### src/rtl/fwd_pkg.sv
package fwd_pkg;

    localparam int INSTR_W = 32;
    localparam int OPC_W   = 6;
    localparam int RF_AW   = 5;

    localparam logic [OPC_W-1:0] OPC_REG   = 6'h00;
    localparam logic [OPC_W-1:0] OPC_JMP   = 6'h02;
    localparam logic [OPC_W-1:0] OPC_JMPL  = 6'h03;
    localparam logic [OPC_W-1:0] OPC_BRZ   = 6'h04;
    localparam logic [OPC_W-1:0] OPC_BRNZ  = 6'h05;
    localparam logic [OPC_W-1:0] OPC_LOAD  = 6'h23;
    localparam logic [OPC_W-1:0] OPC_STORE = 6'h2B;

    // field positions (left-origin numbering mapped onto [31:0])
    localparam int OPC_LSB    = 26;
    localparam int RS1_LSB    = 21;
    localparam int RS2_LSB    = 16;
    localparam int RD_REG_LSB = 11;
    localparam int RD_IMM_LSB = 16;
    localparam int IMM_I_W    = 16;
    localparam int IMM_J_W    = 26;

    typedef enum logic [2:0] {
        IC_REG,
        IC_IMM_ALU,
        IC_LOAD,
        IC_STORE,
        IC_BRANCH,
        IC_JUMP,
        IC_OTHER
    } iclass_e;

    typedef struct packed {
        iclass_e          cls;
        logic [RF_AW-1:0] rs1;
        logic [RF_AW-1:0] rs2;
        logic [RF_AW-1:0] rd_reg;
        logic [RF_AW-1:0] rd_imm;
    } ifields_t;

    typedef enum logic [1:0] {
        UP_REG_A = 2'd0,
        UP_NPC   = 2'd1,
        UP_LOAD  = 2'd2
    } up_sel_e;

    typedef enum logic [1:0] {
        LO_REG_B = 2'd0,
        LO_IMM   = 2'd1,
        LO_EXRES = 2'd2
    } lo_sel_e;

    function automatic iclass_e classify(input logic [OPC_W-1:0] opc);
        iclass_e c;
        unique case (opc)
            OPC_REG:             c = IC_REG;
            OPC_LOAD:            c = IC_LOAD;
            OPC_STORE:           c = IC_STORE;
            OPC_BRZ, OPC_BRNZ:   c = IC_BRANCH;
            OPC_JMP, OPC_JMPL:   c = IC_JUMP;
            default: c = (opc[OPC_W-1:3] == 3'b001) ? IC_IMM_ALU : IC_OTHER;
        endcase
        return c;
    endfunction

    function automatic ifields_t split_instr(input logic [INSTR_W-1:0] w);
        ifields_t f;
        f.cls    = classify(w[OPC_LSB +: OPC_W]);
        f.rs1    = w[RS1_LSB +: RF_AW];
        f.rs2    = w[RS2_LSB +: RF_AW];
        f.rd_reg = w[RD_REG_LSB +: RF_AW];
        f.rd_imm = w[RD_IMM_LSB +: RF_AW];
        return f;
    endfunction

    function automatic logic is_flow(input iclass_e c);
        return (c == IC_BRANCH) || (c == IC_JUMP);
    endfunction

    function automatic logic uses_imm(input iclass_e c);
        return (c != IC_REG) && (c != IC_OTHER);
    endfunction

endpackage

### src/rtl/fwd_imm_ext.sv
module fwd_imm_ext
    import fwd_pkg::*;
#(
    parameter int DATA_W = 32
) (
    input  logic [INSTR_W-1:0] instr,
    input  iclass_e            cls,
    output logic [DATA_W-1:0]  imm
);
    localparam int PAD_I = DATA_W - IMM_I_W;
    localparam int PAD_J = DATA_W - IMM_J_W;

    logic [DATA_W-1:0] imm_i;
    logic [DATA_W-1:0] imm_j;

    assign imm_i = {{PAD_I{instr[IMM_I_W-1]}}, instr[IMM_I_W-1:0]};
    assign imm_j = {{PAD_J{instr[IMM_J_W-1]}}, instr[IMM_J_W-1:0]};

    always_comb begin
        imm = (cls == IC_JUMP) ? imm_j : imm_i;
    end

    // every bit above the chosen field copies that field's top bit
    always_comb begin
        if (cls == IC_JUMP) begin
            a_r4_jump_sign: assert (imm[DATA_W-1:IMM_J_W-1] == {(PAD_J+1){instr[IMM_J_W-1]}})
                else $error("jump immediate not sign-extended");
        end else begin
            a_r4_short_sign: assert (imm[DATA_W-1:IMM_I_W-1] == {(PAD_I+1){instr[IMM_I_W-1]}})
                else $error("short immediate not sign-extended");
        end
    end

endmodule

### src/rtl/fwd_hazard_ctl.sv
module fwd_hazard_ctl
    import fwd_pkg::*;
(
    input  ifields_t idex_f,
    input  ifields_t exmem_f,
    input  ifields_t memwb_f,
    output up_sel_e  up_sel,
    output lo_sel_e  lo_sel
);
    logic ex_writes;
    logic wb_loads;
    logic ex_hit_rs1;
    logic ex_hit_rs2;
    logic wb_hit_rs1;

    assign ex_writes  = (exmem_f.cls == IC_REG) && (exmem_f.rd_reg != '0);
    assign wb_loads   = (memwb_f.cls == IC_LOAD) && (memwb_f.rd_imm != '0);
    assign ex_hit_rs1 = ex_writes && (exmem_f.rd_reg == idex_f.rs1);
    assign ex_hit_rs2 = ex_writes && (exmem_f.rd_reg == idex_f.rs2);
    assign wb_hit_rs1 = wb_loads && (memwb_f.rd_imm == idex_f.rs1);

    always_comb begin
        if ((idex_f.cls == IC_REG) && (ex_hit_rs1 || ex_hit_rs2)) begin
            lo_sel = LO_EXRES;
        end else if (uses_imm(idex_f.cls)) begin
            lo_sel = LO_IMM;
        end else begin
            lo_sel = LO_REG_B;
        end
    end

    always_comb begin
        if (is_flow(idex_f.cls)) begin
            up_sel = UP_NPC;
        end else if (wb_hit_rs1 && !ex_hit_rs1) begin
            up_sel = UP_LOAD;
        end else begin
            up_sel = UP_REG_A;
        end
    end

    always_comb begin
        // the result bypass only serves a register-format consumer
        if (lo_sel == LO_EXRES) begin
            a_r2_exres_needs_reg: assert (idex_f.cls == IC_REG && exmem_f.cls == IC_REG)
                else $error("result bypass for non register-format pair");
            // destination 0 never bypasses
            a_r8_exres_not_zero: assert (exmem_f.rd_reg != '0)
                else $error("result bypass from register 0");
        end
        if (up_sel == UP_LOAD) begin
            a_r8_load_not_zero: assert (memwb_f.rd_imm != '0)
                else $error("load bypass from register 0");
            // a younger writer of source 1 blocks the load bypass
            a_r7_younger_first: assert (!(exmem_f.cls == IC_REG && exmem_f.rd_reg == idex_f.rs1))
                else $error("load bypass taken over younger result");
        end
        // control-flow opcodes always take the PC
        if (is_flow(idex_f.cls)) begin
            a_r5_flow_takes_npc: assert (up_sel == UP_NPC)
                else $error("flow opcode without PC operand");
        end
    end

endmodule

### src/rtl/fwd_operand_mux.sv
module fwd_operand_mux #(
    parameter int DATA_W = 32,
    parameter int N_IN   = 3,
    parameter int SEL_W  = 2
) (
    input  logic [N_IN-1:0][DATA_W-1:0] din,
    input  logic [SEL_W-1:0]            sel,
    output logic [DATA_W-1:0]           dout
);
    logic [N_IN-1:0][DATA_W-1:0] leg;

    for (genvar k = 0; k < N_IN; k++) begin : g_leg
        assign leg[k] = (sel == SEL_W'(k)) ? din[k] : '0;
    end

    always_comb begin
        dout = '0;
        for (int k = 0; k < N_IN; k++) begin
            dout = dout | leg[k];
        end
    end

    // the select always names a real leg, so an output is always driven
    always_comb begin
        a_r9_sel_in_range: assert (int'(sel) < N_IN)
            else $error("operand select out of range");
    end

endmodule

### src/rtl/alu_operand_fwd.sv
module alu_operand_fwd
    import fwd_pkg::*;
#(
    parameter int DATA_W = 32
) (
    input  logic [INSTR_W-1:0] idex_instr,
    input  logic [DATA_W-1:0]  idex_a,
    input  logic [DATA_W-1:0]  idex_b,
    input  logic [DATA_W-1:0]  idex_npc,
    input  logic [INSTR_W-1:0] exmem_instr,
    input  logic [DATA_W-1:0]  exmem_result,
    input  logic [INSTR_W-1:0] memwb_instr,
    input  logic [DATA_W-1:0]  memwb_load_data,
    output logic [DATA_W-1:0]  opnd_up,
    output logic [DATA_W-1:0]  opnd_lo
);
    localparam int N_SRC = 3;
    localparam int SEL_W = $clog2(N_SRC);

    ifields_t idex_f;
    ifields_t exmem_f;
    ifields_t memwb_f;
    up_sel_e  up_sel;
    lo_sel_e  lo_sel;

    logic [DATA_W-1:0]            imm_ext;
    logic [N_SRC-1:0][DATA_W-1:0] up_src;
    logic [N_SRC-1:0][DATA_W-1:0] lo_src;

    assign idex_f  = split_instr(idex_instr);
    assign exmem_f = split_instr(exmem_instr);
    assign memwb_f = split_instr(memwb_instr);

    fwd_imm_ext #(.DATA_W(DATA_W)) imm_i (
        .instr (idex_instr),
        .cls   (idex_f.cls),
        .imm   (imm_ext)
    );

    fwd_hazard_ctl ctl_i (
        .idex_f  (idex_f),
        .exmem_f (exmem_f),
        .memwb_f (memwb_f),
        .up_sel  (up_sel),
        .lo_sel  (lo_sel)
    );

    // leg order follows the select enumerations
    assign up_src = {memwb_load_data, idex_npc, idex_a};
    assign lo_src = {exmem_result, imm_ext, idex_b};

    fwd_operand_mux #(.DATA_W(DATA_W), .N_IN(N_SRC), .SEL_W(SEL_W)) up_mux_i (
        .din  (up_src),
        .sel  (SEL_W'(up_sel)),
        .dout (opnd_up)
    );

    fwd_operand_mux #(.DATA_W(DATA_W), .N_IN(N_SRC), .SEL_W(SEL_W)) lo_mux_i (
        .din  (lo_src),
        .sel  (SEL_W'(lo_sel)),
        .dout (opnd_lo)
    );

endmodule

### config.mk
export PLATFORM = sky130hd
export DESIGN_NAME = alu_operand_fwd
export DESIGN_NICKNAME = d
export VERILOG_FILES = /design/src/rtl/fwd_pkg.sv /design/src/rtl/fwd_imm_ext.sv /design/src/rtl/fwd_hazard_ctl.sv /design/src/rtl/fwd_operand_mux.sv /design/src/rtl/alu_operand_fwd.sv
export SDC_FILE = /design/constraint.sdc
export NUM_CORES = 1
export LEC_CHECK = 0
export BUFFER_PORTS_ARGS = -buffer_cell sky130_fd_sc_hd__buf_2
export CELL_PAD_IN_SITES_DETAIL_PLACEMENT = 0
export CELL_PAD_IN_SITES_GLOBAL_PLACEMENT = 2
export CORE_MARGIN = 8
export CORE_UTILIZATION = 12
export DETAILED_ROUTE_END_ITERATION = 10
export PLACE_DENSITY_LB_ADDON = 0.08
export SLEW_MARGIN = 20
export SYNTH_ARGS = -nofsm -noshare
export SYNTH_HDL_FRONTEND = slang
export SYNTH_SLANG_ARGS = --single-unit
### constraint.sdc
create_clock -name vclk -period 4.1
set_input_delay 0.82 -clock vclk [all_inputs]
set_output_delay 0.82 -clock vclk [all_outputs]
set_load 0.005 [all_outputs]
# Word level (Yosys, flattened, before mapping)
# Index checks and enable logic that the tools add are counted.
# totals
inputBits,256
out_inout_bits,64
ff_bits,0
# op_classes
eq_ne,32
bitwise,4
reduce_logical,27
n_mux,17
# ops
cell,count
two-way mux 32 bit,7
bitwise OR 32 bit,4
one-hot mux 3 bit (5 select lines),3
== test 6 x 2 -> 1 bit (second input constant),6
== test 6 x 3 -> 1 bit (second input constant),6
== test 6 bit (second input constant),6
logical NOT 6 bit,3
== test 5 bit,3
OR reduction 2 bit,6
nonzero test 5 bit,2
== test 3 x 1 -> 1 bit (second input constant),3
two-way mux 3 bit,3
logical AND 1 bit,8
== test 3 bit (second input constant),2
logical NOT 3 bit,2
two-way mux 2 bit,3
== test 2 x 1 -> 1 bit (second input constant),2
== test 2 bit (second input constant),2
logical NOT 2 bit,2
== test 3 x 2 -> 1 bit (second input constant),1
inequality test 3 bit (second input constant),1
nonzero test 3 bit,1
logical OR 1 bit,2
logical NOT 1 bit,1
two-way mux 1 bit,1

# Longest topological paths before layout
# Gate-level depths: netlist of the first run.
# depth
word_depth,14
mapped_depth,7
ltp_nobuf,5

# By module
# Synthesis of the first run repeated with hierarchy kept, for this count alone.
# hier_totals
hier_cells,259
area_unflattened_um2,2367.3
# modules_own_cells
module,area_each_um2,cells_per_inst,seq_area_each_um2,instances
fwd_operand_mux,787.0,77,0.0,2
fwd_imm_ext,339.1,35,0.0,1
fwd_hazard_ctl,239.0,34,0.0,1
alu_operand_fwd,215.2,36,0.0,1

# Worst setup path after synthesis of the first run
# Ideal clock, no wire load.
# synth_path
kind,input to output
startpoint,input port exmem_instr[11]
endpoint,output port opnd_lo[10]
path_slack_ns,0.967
t_required_ns,3.280
arrival_time_ns,2.313
n_path_buf,2
stages,7
path_cell_list,or4_1 o211a_1 and3_1 buf_6 o21a_4 buf_6 o311ai_2
# synth_between
elab_chain_cells,10
# synth_rtl
element,line,text
from (decl),alu_operand_fwd.sv:10,"input logic [INSTR_W-1:0] exmem_instr,"
nonzero test 5 bit,fwd_hazard_ctl.sv:16,assign ex_writes = (exmem_f.cls == IC_REG) && (exmem_f.rd_reg != '0);
logical AND 1 bit,fwd_hazard_ctl.sv:16,
logical AND 1 bit (on tied branches),"fwd_hazard_ctl.sv:18, fwd_hazard_ctl.sv:19",
logical OR 1 bit *,fwd_hazard_ctl.sv:23,if ((idex_f.cls == IC_REG) && (ex_hit_rs1 || ex_hit_rs2)) begin
logical AND 1 bit *,fwd_hazard_ctl.sv:23,
two-way mux 2 bit *,fwd_hazard_ctl.sv:23,
== test 2 x 1 -> 1 bit or logical NOT 2 bit (tied branches),fwd_operand_mux.sv:13,assign leg[k] = (sel == SEL_W'(k)) ? din[k] : '0;
two-way mux 32 bit,fwd_operand_mux.sv:13,
bitwise OR 32 bit,fwd_operand_mux.sv:19,dout = dout | leg[k];
bitwise OR 32 bit *,fwd_operand_mux.sv:19,
to (decl),alu_operand_fwd.sv:15,output logic [DATA_W-1:0] opnd_lo
# Every way passes the cells marked *; elsewhere a longest branch is shown, timed or not.

# Final worst setup path of the first run
# layout_path
startpoint,input port idex_instr[28]
endpoint,output port opnd_lo[30]
# layout_between
elab_chain_cells,11
# layout_rtl
element,line,text
from (decl),alu_operand_fwd.sv:6,"input logic [INSTR_W-1:0] idex_instr,"
== test 6 x 2 -> 1 bit or == test 6 x 3 -> 1 bit (tied branches),fwd_pkg.sv:56,unique case (opc)
OR reduction 2 bit,fwd_pkg.sv:56,
one-hot mux 3 bit (5 select lines) *,fwd_pkg.sv:56,
inequality test 3 bit or nonzero test 3 bit (tied branches),fwd_pkg.sv:82,return (c != IC_REG) && (c != IC_OTHER);
logical AND 1 bit,fwd_pkg.sv:82,
two-way mux 1 bit,fwd_hazard_ctl.sv:25,end else if (uses_imm(idex_f.cls)) begin
two-way mux 2 bit,fwd_hazard_ctl.sv:23,
== test 2 x 1 -> 1 bit or logical NOT 2 bit (tied branches),fwd_operand_mux.sv:13,
two-way mux 32 bit,fwd_operand_mux.sv:13,
bitwise OR 32 bit,fwd_operand_mux.sv:19,
bitwise OR 32 bit *,fwd_operand_mux.sv:19,
# Marks and branches as above.

==> results by group, run 1 <==
Outcome
  • Status: completed

Drt
  • DRC violations left: 0
  • Drt first pass iters: 5
  • WL per Instance: 17.8 um
  • Final ANT Viol Nets: 0
  • Vias: 3623
  • Via/cell ratio: 4.40
  • Final WL: 14.6 mm
  • Initial DRC Count: 123

Floorplan
  • FP Rows: 48
  • Die area: 0.0219 mm2
  • Die X: 148 um
  • Core Region: 0.0172 mm2
  • Starting Density: 12.2%
  • Die Ht: 148 um
  • Boundary Pins: 320

Logic synthesis
  • Dominant cell type by area after synthesis: o211ai_1
  • Area share of the largest cell type after synthesis: 28.7%
  • Synthesized area per cell: 6.05 um2
  • Yosys warnings: 0
  • Synthesized cell area: 0.00209 mm2
  • Synthesized net count: 602
  • Register area share after synthesis: 0%
  • Syn Inst Count: 346
  • Yosys cell types: 32
  • Synth area leaders: o211ai_1, nand2_1, o311ai_2

Cells and area
  • Footprint of the multi-input gates: 0.00188 mm2
  • Layout cells sized above 1: 52.0%
  • Area Growth Syn to Fin: 79.7%
  • Final #Nets: 856
  • Fillers: 2046
  • FF+latch count: 0
  • Clock buf count: 0
  • Reg area: 0 um2
  • ANT cells: 0
  • Non-filler cells, final: 823
  • Post-route cell area: 0.00376 mm2

Global routing
  • Met3 GRT Util: 3.40%
  • GR Layer Usage met2: 22.2%
  • Busiest grt layer: met2
  • Met1 Usage GRT: 15.3%
  • Largest net degree at the start of global routing: 65
  • Number of global-route vias before repair: 3775
  • Total grt overflow: 0
  • Antenna violations before repair: 3
  • First-pass GRT wire length: 22.1 mm
  • GRT Total Usage: 12.4%

Critical path
  • Crit-path cells: buf_2 > nor2b_1 > o21ai_0 > a21oi_4 > o21ai_1 > o211ai_1 > buf_2
  • WP data arrival: 2.76 ns
  • Crit path to: opnd_lo[30]
  • Worst setup path startpoint: idex_instr[28]
  • Buf/Inv on CP: 2
  • Critical Path Most Common Cell: buf_2
  • CP max FO: 21
  • Critical path class: input port to primary output
  • Worst EP required: 3.28 ns
  • Startpoint types: input port
  • Critical path's slowest cell: a21oi_4
  • Max stage delay on crit path: 0.54 ns
  • Crit path depth: 7
  • Critical path endpoint category: primary output
  • Largest delay share family, worst path: compound AO/OA/AOI/OAI gates

STA
  • Worst slew pin tran: 0.840 ns
  • Setup Viol. Count Final: 0
  • Final Hold Viols: 0
  • Final TNS setup: 0 ns
  • Tcrit/Tclk final: 87.2%
  • Final min period: 3.58 ns
  • Max transition margin: 43.5%
  • RSZ-0062 raised after global routing: false
  • Smallest hold slack: 1.92 ns
  • Final Max Tran Viols: 0
  • Peak Freq: 280 MHz

Pwr
  • Peak supply drop: 19.9 uV
  • Pwr dens: 81.8 mW/mm2
  • Leakage: 1.81 nW

Clock network
  • Number of gates resized after cts: 0
  • CTS Hold Buffers Added: 0
  • Postcts setup bufs: 0

Placed design
  • Area after DPL: 0.00376 mm2
  • # port buffers: 278
  • Placed cells: 823
  • RD Place Congestion: 0.693
  • HPWL Detailed: 11.9 mm

Min path
  • Hold crit path type: input port to primary output

Flow run
  • Max-cap violations: 0
worst min-delay path: stages:
cell and delay [ns]:
buf_2 0.07, nand2_1 0.05, o311ai_2 0.05, buf_2 0.11
metal layers:
layer	wire length (um)	part of all wire (%)	vias to the layer above
li1	-	-	1813
met1	6180	42	1628
met2	7170	49	168
met3	1210	8.2	8
met4	36	0.25	6
met5	37	0.25	-
layout by cell type (no fill, tap or decap), types with 2 or more instances in the layout:
| cell type | n |
|---|---|
| buf_2 | 278 |
| nand2_1 | 98 |
| o211ai_1 | 80 |
| nand4_1 | 33 |
| inv_1 | 18 |
| o311ai_2 | 14 |
| and3_1 | 12 |
| o21ai_0 | 11 |
| buf_4 | 11 |
| xnor2_1 | 9 |
| xor2_1 | 5 |
| nor3_1 | 3 |
| buf_12 | 3 |
| or4_1 | 2 |
| nor2b_1 | 2 |
| o311ai_0 | 2 |
kinds of logic (layout without fill, tap and decap cells):
group                     after synthesis  count (layout)  share of synthesized area (%)
AOI/OAI and AO/OA                     117             117                           46.7
buffers and inverters                  58             310                           12.0
xor gates and xnor gates               14              14                           5.86
and+or+nand+nor                       157             157                           35.4
synthesized netlist by cell type:
| cell type | n |
|---|---|
| nand4b_1 | 1 |
| and2_1 | 1 |
| nor4_1 | 1 |
| o21a_4 | 1 |
| nor3_1 | 4 |
| xnor2_1 | 9 |
| o311ai_2 | 14 |
| nand2_1 | 98 |
| a21oi_1 | 2 |
| nor2b_1 | 2 |
| clkbuf_1 | 27 |
| inv_1 | 18 |
| buf_6 | 3 |
| nand4_1 | 33 |
| clkbuf_2 | 1 |
| buf_1 | 1 |
| a2111oi_0 | 1 |
| o21a_1 | 1 |
| o211ai_1 | 80 |
| nand3_1 | 1 |
| nor4b_2 | 1 |
| and3_1 | 12 |
| xor2_1 | 5 |
| a21o_1 | 1 |
| a21boi_0 | 1 |
| o21ai_0 | 11 |
| or4_1 | 2 |
| nor2_1 | 1 |
| o21ai_1 | 2 |
| o311ai_0 | 2 |
| o211a_1 | 1 |
| buf_2 | 8 |
area by class of cell:
class | instances | share of cell area (%)
Tap cell | 225 | 7.49
Timing Repair Buffer | 292 | 40.8
Inverter | 18 | 1.80
Multi-Input combinational cell | 288 | 49.9
power by group:
part	switching (mW)	total, mW	internal, mW
combinational	0.143	0.308	0.165
clock	0	0	0
sequential	0	0	0
total	0.143	0.308	0.165
metrics by stage:
| stage | utilization, % | power, mW | worst slack (ns) |
|---|---|---|---|
| final | 21.9 | 0.308 | 0.523 |
| after floorplan | - | 0.119 | 0.967 |
| after detailed placement | 21.9 | 0.312 | 0.521 |
| after global routing | 21.9 | 0.345 | 0.325 |
| after CTS | 21.9 | 0.314 | 0.513 |
| after global placement | 21.9 | 0.311 | 0.537 |
worst min-delay path by stage:
stage              startpoint          end  slack, ns  cells after the start
4_1_cts         idex_instr[2]   opnd_lo[2]       1.93                      4
3_3_place_gp    idex_instr[2]   opnd_lo[2]       1.93                      4
3_5_place_dp    idex_instr[2]   opnd_lo[2]       1.93                      4
6_report        idex_instr[2]   opnd_lo[2]       1.92                      4
5_1_grt           idex_npc[9]   opnd_up[9]       1.95                      4
2_1_floorplan  idex_instr[10]  opnd_lo[10]       1.74                      2
No activity file was read; power rests on OpenSTA's default activity.
==> inputs of run 2 (changes only) <==
BUFFER_PORTS_ARGS = default   (was -buffer_cell sky130_fd_sc_hd__buf_2)
CAP_MARGIN = 10   (was default)
CORE_AREA = 8 8 119 121   (was default)
CORE_MARGIN = default   (was 8)
CORE_UTILIZATION = default   (was 12)
DIE_AREA = 0 0 127 129   (was default)
DONT_BUFFER_PORTS = 1   (was default)
==> run 2 against run 1 <==
  * Critical path depth down 1
  * Via count fell by 26%
  * Setup slack improved by 0.16 ns
  * Die area down 25%
  * Count of clock-buffer cells in the layout unchanged
  * Largest cell class unchanged
  * Largest power group unchanged
==> results by group, run 2 (synthesis gave the netlist of run 1 again) <==
Cells and area
  • Area Growth Syn to Fin: 8.85%
  • Most common cell after layout, fill and taps aside: nand2_1
  • ANT cells: 0
  • Reg area: 0 um2
  • Fillers: 1416
  • Most frequent cells in the layout: nand2_1, o211ai_1, nand4_1
  • Clock buf count: 0
  • Final #Nets: 580
  • FF+latch count: 0
  • Non-filler cells, final: 472
  • Layout cells sized above 1: 10.9%

Clock network
  • CTS Hold Buffers Added: 0
  • Postcts setup bufs: 0
  • Number of gates resized after cts: 0

Critical path
  • WP data arrival: 2.60 ns
  • Max stage delay on crit path: 0.53 ns
  • Startpoint types: input port
  • Worst EP required: 3.28 ns
  • Critical path's slowest cell: or4_1
  • Critical path class: input port to primary output
  • Crit-path cells: or4_1 > o211a_1 > nand4_1 > and2_1 > buf_4 > o211ai_1
  • CP max FO: 12
  • Critical path endpoint category: primary output

Placed design
  • # port buffers: 0
  • Placed cells: 472
  • Place WS: 0.553 ns
  • HPWL Detailed: 9.48 mm
  • RD Place Congestion: 0.767

STA
  • Peak Freq: 293 MHz
  • Final min period: 3.42 ns
  • Setup Viol. Count Final: 0
  • Final Max Tran Viols: 0
  • Max transition margin: 45.8%
  • Worst slew pin tran: 0.806 ns
  • Tcrit/Tclk final: 83.3%
  • RSZ-0062 raised after global routing: false
  • Final Hold Viols: 0
  • Final TNS setup: 0 ns
  • Worst setup margin: 0.685 ns

Global routing
  • Largest net degree at the start of global routing: 65
  • Antenna violations before repair: 0
  • Number of global-route vias before repair: 2923
  • GRT Total Usage: 12.2%
  • First-pass GRT wire length: 16.3 mm
  • Total grt overflow: 0

Min path
  • Worst Min Path Start: idex_instr[8]
  • Hold crit path type: input port to primary output
  • WHS Path Cells: 2
  • Hold EP: opnd_lo[8]

Floorplan
  • Boundary Pins: 320
  • Die area: 0.0164 mm2
  • Die Ht: 129 um
  • FP Rows: 41
  • Core Region: 0.0123 mm2
  • Die X: 127 um
  • Starting Density: 17.0%

Drt
  • WL per Instance: 24.1 um
  • DRC violations left: 0
  • Initial DRC Count: 126
  • Final ANT Viol Nets: 0
  • Via/cell ratio: 5.68
  • Final WL: 11.4 mm
  • Vias: 2682
  • Drt first pass iters: 4

Pwr
  • Leakage: 0.714 nW
  • Peak supply drop: 14.4 uV
  • Pwr dens: 68.3 mW/mm2

Flow run
  • Max-cap violations: 0

Outcome
  • Status: completed
[run 2: cell types whose count changed in the layout (fill, tap and decap cells not counted), sizes merged]
cell	before	now
buf	292	16
[run 2: routing by layer]
| metal | vias to the layer above | wire, um | track usage [%] |
|---|---|---|---|
| met1 | 1229 | 4160 | 12.6 |
| met4 | 0 | 149 | 1.68 |
| li1 | 1259 | - | - |
| met2 | 184 | 5840 | 23.7 |
| met3 | 10 | 1210 | 4.01 |
| met5 | - | 0 | 0 |
[run 2: per-stage QoR]
stage | hold slack (ns) | power, mW | area (um2) | utilization (%)
2_1_floorplan | 1.74 | 0.119 | 2090 | -
4_1_cts | 1.76 | 0.159 | 2280 | 18.5
6_report | 1.75 | 0.156 | 2280 | 18.5
5_1_grt | 1.76 | 0.172 | 2280 | 18.5
3_3_place_gp | 1.75 | 0.161 | 2280 | 18.5
3_5_place_dp | 1.76 | 0.159 | 2280 | 18.5
[run 2: power by group]
group | internal (mW) | total (mW) | switching [mW] | leakage [nW]
logic | 0.0630 | 0.156 | 0.0927 | 0.714
clock network | 0 | 0 | 0 | 0
registers | 0 | 0 | 0 | 0
total | 0.0630 | 0.156 | 0.0927 | 0.714
[run 2: area by class of cell]
| type | count | area [um2] | share of cell area [%] |
|---|---|---|---|
| Multi-Input combinational cell | 288 | 1880 | 82.4 |
| Tap cell | 150 | 188 | 8.24 |
| Timing Repair Buffer | 16 | 145 | 6.37 |
| Inverter | 18 | 67.6 | 2.97 |
[run 2: how the worst max path moves through the flow]
| stage | from | endpoint | slack (ns) | cells after the start |
|---|---|---|---|---|
| after CTS | memwb_instr[29] | opnd_up[11] | 0.62 | 6 |
| after global placement | memwb_instr[29] | opnd_up[11] | 0.61 | 6 |
| after detailed placement | memwb_instr[29] | opnd_up[11] | 0.55 | 6 |
| final | exmem_instr[11] | opnd_up[11] | 0.68 | 6 |
| after global routing | memwb_instr[29] | opnd_up[20] | 0.55 | 6 |
| after floorplan | exmem_instr[11] | opnd_lo[10] | 0.97 | 7 |
[run 2: critical path: cells and delay by family]
kind / cells / cell delay, ns
buf+inv: 1 / 0.29
simple gates: 3 / 1.10
compound gates: 2 / 0.39
